### src/rtl/sr_pkg.sv
package sr_pkg;

    typedef struct packed {
        logic       pin_lock;   // bit 7
        logic [2:0] spare;      // bits 6..4
        logic [1:0] region;     // bits 3..2
        logic       wel;        // bit 1
        logic       zero;       // bit 0
    } sr_byte_t;

    typedef struct packed {
        logic       pin_lock;
        logic [2:0] spare;
        logic [1:0] region;
    } sr_nv_t;

    localparam int unsigned SR_W = 8;

    function automatic sr_nv_t sr_nv_from_byte(input logic [SR_W-1:0] b);
        sr_nv_t r;
        r.pin_lock = b[7];
        r.spare    = b[6:4];
        r.region   = b[3:2];
        return r;
    endfunction

endpackage

### src/rtl/sr_wel_ctrl.sv
module sr_wel_ctrl (
    input  logic clk,
    input  logic rst_n,
    input  logic set_i,
    input  logic clr_i,
    input  logic end_i,
    output logic wel_o
);
    typedef struct packed {
        logic wel;
    } wel_state_t;

    wel_state_t st_d, st_q;

    always_comb begin
        st_d = st_q;
        if (set_i)
            st_d.wel = 1'b1;
        if (clr_i || end_i)
            st_d.wel = 1'b0;
    end

    always_ff @(posedge clk or negedge rst_n) begin
        if (!rst_n)
            st_q <= '0;
        else
            st_q <= st_d;
    end

    assign wel_o = st_q.wel;
endmodule

### src/rtl/sr_nv_bank.sv
module sr_nv_bank
    import sr_pkg::*;
#(
    parameter logic [7:0] NV_RESET = 8'h00
) (
    input  logic       clk,
    input  logic       rst_n,
    input  logic       wel_i,
    input  logic       start_i,
    input  logic       commit_i,
    input  logic [7:0] data_i,
    input  logic       wp_i,
    output sr_nv_t     nv_o
);
    typedef struct packed {
        sr_nv_t nv;
        logic   wp_cap;
    } nv_state_t;

    localparam sr_nv_t NV_INIT = sr_nv_from_byte(NV_RESET);

    nv_state_t st_d, st_q;
    logic      wp_eff;
    logic      allow;

    always_comb begin
        st_d   = st_q;
        wp_eff = start_i ? wp_i : st_q.wp_cap;
        allow  = wel_i && !(st_q.nv.pin_lock && !wp_eff);
        if (start_i)
            st_d.wp_cap = wp_i;
        if (commit_i && allow)
            st_d.nv = sr_nv_from_byte(data_i);
    end

    always_ff @(posedge clk or negedge rst_n) begin
        if (!rst_n) begin
            st_q.nv     <= NV_INIT;
            st_q.wp_cap <= 1'b1;
        end else begin
            st_q <= st_d;
        end
    end

    assign nv_o = st_q.nv;
endmodule

### src/rtl/sr_region_check.sv
module sr_region_check #(
    parameter int unsigned ADDR_W = 18
) (
    input  logic [1:0]        region_i,
    input  logic [ADDR_W-1:0] addr_i,
    output logic              hit_o
);
    localparam int unsigned TOP_W = 2;

    logic [TOP_W-1:0] top_bits;
    logic [3:0]       code_hit;

    assign top_bits = addr_i[ADDR_W-1 -: TOP_W];

    genvar g;
    generate
        for (g = 0; g < 4; g++) begin : g_code
            if (g == 0) begin : g_none
                assign code_hit[g] = 1'b0;
            end else if (g == 1) begin : g_quarter
                assign code_hit[g] = (top_bits == 2'b11);
            end else if (g == 2) begin : g_half
                assign code_hit[g] = top_bits[1];
            end else begin : g_all
                assign code_hit[g] = 1'b1;
            end
        end
    endgenerate

    assign hit_o = code_hit[region_i];
endmodule

### src/rtl/sr_protect_unit.sv
module sr_protect_unit
    import sr_pkg::*;
#(
    parameter int unsigned ADDR_W   = 18,
    parameter logic [7:0]  NV_RESET = 8'h00
) (
    input  logic              clk,
    input  logic              rst_n,
    input  logic              wren_i,
    input  logic              wrdi_i,
    input  logic              sw_start_i,
    input  logic              sw_commit_i,
    input  logic [7:0]        sw_data_i,
    input  logic              wr_end_i,
    input  logic              wp_i,
    input  logic [ADDR_W-1:0] mem_addr_i,
    output logic [7:0]        status_o,
    output logic              mem_permit_o
);
    logic     wel;
    sr_nv_t   nv;
    logic     in_region;
    sr_byte_t sbyte;

    sr_wel_ctrl u_wel (
        .clk   (clk),
        .rst_n (rst_n),
        .set_i (wren_i),
        .clr_i (wrdi_i),
        .end_i (wr_end_i),
        .wel_o (wel)
    );

    sr_nv_bank #(.NV_RESET(NV_RESET)) u_nv (
        .clk      (clk),
        .rst_n    (rst_n),
        .wel_i    (wel),
        .start_i  (sw_start_i),
        .commit_i (sw_commit_i),
        .data_i   (sw_data_i),
        .wp_i     (wp_i),
        .nv_o     (nv)
    );

    sr_region_check #(.ADDR_W(ADDR_W)) u_region (
        .region_i (nv.region),
        .addr_i   (mem_addr_i),
        .hit_o    (in_region)
    );

    always_comb begin
        sbyte.pin_lock = nv.pin_lock;
        sbyte.spare    = nv.spare;
        sbyte.region   = nv.region;
        sbyte.wel      = wel;
        sbyte.zero     = 1'b0;
    end

    assign status_o     = sbyte;
    assign mem_permit_o = wel && !in_region;
endmodule

### config.mk
export PLATFORM = sky130hd
export DESIGN_NAME = sr_protect_unit
export DESIGN_NICKNAME = d
export VERILOG_FILES = /design/src/rtl/sr_pkg.sv /design/src/rtl/sr_wel_ctrl.sv /design/src/rtl/sr_nv_bank.sv /design/src/rtl/sr_region_check.sv /design/src/rtl/sr_protect_unit.sv
export SDC_FILE = /design/constraint.sdc
export NUM_CORES = 1
export LEC_CHECK = 0
export ABC_AREA = 1
export CORE_AREA = 8 8 47 49
export CTS_CLUSTER_SIZE = 24
export DETAILED_ROUTE_END_ITERATION = 8
export DIE_AREA = 0 0 55 57
export GPL_TIMING_DRIVEN = 0
export PLACE_DENSITY = 0.83
export SYNTH_ARGS = -nofsm -noshare
export SYNTH_HDL_FRONTEND = slang
export SYNTH_SLANG_ARGS = --single-unit
### constraint.sdc
create_clock -name clk -period 2.2 [get_ports clk]
set_input_delay 0.33 -clock clk [delete_from_list [all_inputs] [get_ports clk]]
set_output_delay 0.33 -clock clk [all_outputs]
set_load 0.005 [all_outputs]
### Word-level counts from Yosys, hierarchy flattened

Cells that the tools add are included.

* flip-flop bits (word level): 8
* logic and storage cells: 21

* reductions and logical operators: 9
* equal/unequal tests: 1
* magnitude comparators: 1
* multiplexer cells: 5

Operators by type and width (count)
* logical AND 1 bit: 4
* two-way mux 1 bit: 4
* logical NOT 1 bit: 3
* less-than comparator 2 x 3 -> 1 bit (second input constant): 1
* binary-select mux 1 bit (select 2 bit): 1
* equality test 2 bit (second input constant): 1
* nonzero test 2 bit: 1
* logical OR 1 bit: 1

### Depth between registers and ports, before layout

* depth after elaboration: 6
* depth in mapped cells: 6
* depth with buffers taken out: 6

### Hierarchy

A second synthesis with hierarchy kept.

* cells, all modules: 53
* area, all modules: 429.2 sq um

Modules (own cells, without submodules)
* sr_nv_bank: cells each 39, area each 342.8 sq um, instances 1
* sr_wel_ctrl: cells each 6, area each 43.8 sq um, instances 1
* sr_protect_unit: cells each 5, area each 28.8 sq um, instances 1
* sr_region_check: cells each 3, area each 13.8 sq um, instances 1

### Worst setup path after synthesis

Ideal clock, no wire load.

* kind: register -> output
* start: register, netlist name u_nv.nv_o[0]
* end: output port mem_permit_o
* setup slack: 1.215 ns
* path buffers: 0
* stages on the path, launching flop included: 3
* arrival: 0.655 ns
* path through: dfrtp_1 -> o21ai_0 -> and3_1

* longest elaborated chain between the ends: 4

Ends and longest elaborated chain
* binary-select mux 1 bit (select 2 bit): line sr_region_check.sv:30 `assign hit_o = code_hit[region_i];`
* two-way mux 1 bit (not written as such): line sr_region_check.sv:30
* logical NOT 1 bit: line sr_protect_unit.sv:60 `assign mem_permit_o = wel && !in_region;`
* logical AND 1 bit: line sr_protect_unit.sv:60
* end, declared: line sr_protect_unit.sv:18 `output logic mem_permit_o`

No other way between the ends. The select of a mux whose other input is x is not followed.

### Worst setup path in the final report

* start: input port mem_addr_i[17]
* end: output port mem_permit_o

* longest elaborated chain between the ends: 5

Ends and longest elaborated chain
* start, declared: line sr_protect_unit.sv:16 `input logic [ADDR_W-1:0] mem_addr_i,`
* equality test 2 bit: line sr_region_check.sv:21 `assign code_hit[g] = (top_bits == 2'b11);`
* binary-select mux 1 bit (select 2 bit) *: line sr_region_check.sv:30
* two-way mux 1 bit (not written as such) *: line sr_region_check.sv:30
* logical NOT 1 bit *: line sr_protect_unit.sv:60
* logical AND 1 bit *: line sr_protect_unit.sv:60

Mark *: on every way between the ends. The rest lies on a longest branch, timed or not. The select of a mux whose other input is x is not followed.

==> flow_summary.ini <==
[cells_and_area]
syn2layout_area_growth_pct = 64.3
final.fill_count = 170
fin_nets = 110
drive_above_1_share = 0.213
diodes = 0
design_area_um2 = 709

[clock_tree]
clk_pin_slew_ns = 0.06
cts_hold_buffers = 0
clock_sinks = 8
cts_tree = built
cts_setup_buffers = 0
cts_buffers = 3
clk_path_buf_depth = 2
cts_resized = 0
htreeDepth = 1
ctsRootBufferMaster = clkbuf_4
insertion_delay_ns = 0.26

[power]
ir_drop_mv = 0.244
total_power_mw = 0.483
leakagePower_nw = 0.344
p_per_area_nw_per_um2 = 681

[synth]
synth_cells = 48
synth_cell_types = 14
synth-seq-area-share = 0.467
avgSynthCellArea_um2 = 8.99
yosys.area.top_type = dfrtp_1
synth_area_leaders = dfrtp_1, buf_4, nand2_1
syn_nets = 82
syn-cell-area_um2 = 432
ys_ff_latch = 8
synth_warnings = 0
synth_top_area_share = 0.406

[setup_path]
cp-endpoint = mem_permit_o
critPathArrivalTime_ns = 1.56
reg2reg_depth = 5
cp_slowest_cell = clkdlybuf4s50_1
cp_top_family = buffers and inverters
cp.required_ns = 1.87
r2r-end = u_nv.nv_o[5]
timing.rr.start = u_nv.st_q[0]
cp_slowest_stage_delay_ns = 0.51
worstPathCellList = clkdlybuf4s50_1 -> o21ai_0 -> and3_1 -> clkdlybuf4s50_1
crit_fanout = 2
crit_type = input pin to output port
ff2ff_setup_slack_ns = 1.19
crit_path_start_kind = input pin
cp.depth = 4
setup.worst_path.start = mem_addr_i[17]
critPathMostFrequentCell = clkdlybuf4s50_1
crit_buf_inv = 2
setup.worst_path.end_class = output port

[timing]
slew_violations = 0
final-setup-viol-count = 0
fin_ws_ns = 0.307
finalCritPeriodShare = 0.861
rsz0062_at_grt = no
fmaxAchievable_mhz = 528
whs_ns = 0.347
skew_ns = 0.0104
hold_viol_final = 0
tns_ns = 0
layout_min_cycle_time_ns = 1.89

[floorplan]
core_um2 = 1580
initial_core_util = 0.274
io_pins = 43
rows = 15
die_width_um = 55
die-area_um2 = 3140
die_h_um = 57

[drt]
wirelength_um = 1010
avgViaCountPerCell = 4.22
drt-pass1-iter-count = 3
post_drt_wl_per_cell_um = 10.9
vias = 388
ant_nets = 0
drc = 0
drt_iter0_markers = 5

[grt]
antenna_found_initial = 0
grt_overflow_total = 0
grt_max_degree = 9
grt_pass1_vias = 417
grt_pass1_wl_um = 1730
grt.total_usage = 0.0745

[run]
max_cap_violations = 0

[placed_design]
dp_hpwl_um = 844
dpl_worst_slack_ns = 0.302
gp_congestion = 0.689
placed_area_um2 = 683
io_buffer_count = 23

[status]
status = completed

[worst_hold_path]
hp-class = input pin to asynchronous set/reset pin
-- cell type report --
class | instances | area (um^2) | share of cell area
plain buffers | 8 | 60.1 | 0.0847
clock buffers | 4 | 26.3 | 0.0370
inverters | 2 | 15.0 | 0.0212
multi-input cells | 30 | 155 | 0.219
flip-flops and latches | 8 | 201 | 0.284
well taps | 17 | 21.3 | 0.0300
repair buffers | 23 | 230 | 0.325
-- placed cells by master, fill, tap and decap left out --
cell type / Yosys / routed
nand2_4: 2 / 2
and3_1: 1 / 1
inv_1: 1 / 1
nand3_4: 1 / 1
clkbuf_4: 0 / 3
dfstp_2: 1 / 1
nand3_1: 7 / 7
nor2_1: 1 / 1
clkbuf_1: 0 / 1
nor3_1: 1 / 1
o21ai_0: 1 / 1
dfrtp_1: 7 / 7
conb_1: 1 / 1
buf_4: 8 / 8
inv_8: 1 / 1
nand2_1: 15 / 15
clkdlybuf4s50_1: 0 / 23
-- state kept, by name (all words and copies together) (netlist names) --
register and flops:
u_wel.wel_o 1, u_nv.st_q 1, u_nv.nv_o 6
-- routing by layer --
layer | wire (um) | share of wire | vias to the layer above | GRT usage
met5 | 0 | 0 | - | 0
met4 | 0 | 0 | 0 | 0.0412
met3 | 101 | 0.10 | 0 | 0.0312
met2 | 541 | 0.54 | 13 | 0.123
met1 | 364 | 0.36 | 177 | 0.0745
li1 | - | - | 198 | -
-- cell families after synthesis --
family                 after synthesis  synth area share
AO/OA/AOI/OAI                        1            0.0116
other                                1           0.00869
buffers and inverters               10             0.174
AND/OR/NAND/NOR                     28             0.339
flip-flops                           8             0.467
-- cell usage after synthesis --
library cell	number
conb_1	1
nor3_1	1
and3_1	1
nand3_1	7
inv_8	1
nand2_4	2
nand3_4	1
dfstp_2	1
inv_1	1
buf_4	8
nor2_1	1
dfrtp_1	7
nand2_1	15
o21ai_0	1
-- metrics by stage --
step                      utilization  instances
final                           0.450         92
after global routing            0.450         92
after CTS                       0.450         92
after detailed placement        0.433         88
after global placement          0.433         88
after floorplan                     -         48
-- power by group --
group,internal [mW],switching (mW)
Sequential,0.175,0.0217
Clock,0.0695,0.0517
Combinational,0.113,0.0515
-- how the worst min path moves through the flow --
stage / startpoint / to / cells after the start
6_report: rst_n / u_nv.nv_o[1] / 1
3_5_place_dp: u_nv.nv_o[3] / u_nv.nv_o[3] / 2
3_3_place_gp: u_nv.nv_o[4] / u_nv.nv_o[4] / 2
5_1_grt: rst_n / u_nv.nv_o[0] / 1
4_1_cts: rst_n / u_nv.nv_o[1] / 1
2_1_floorplan: rst_n / u_nv.nv_o[0] / 0
Power figures use the tool's default switching activity.
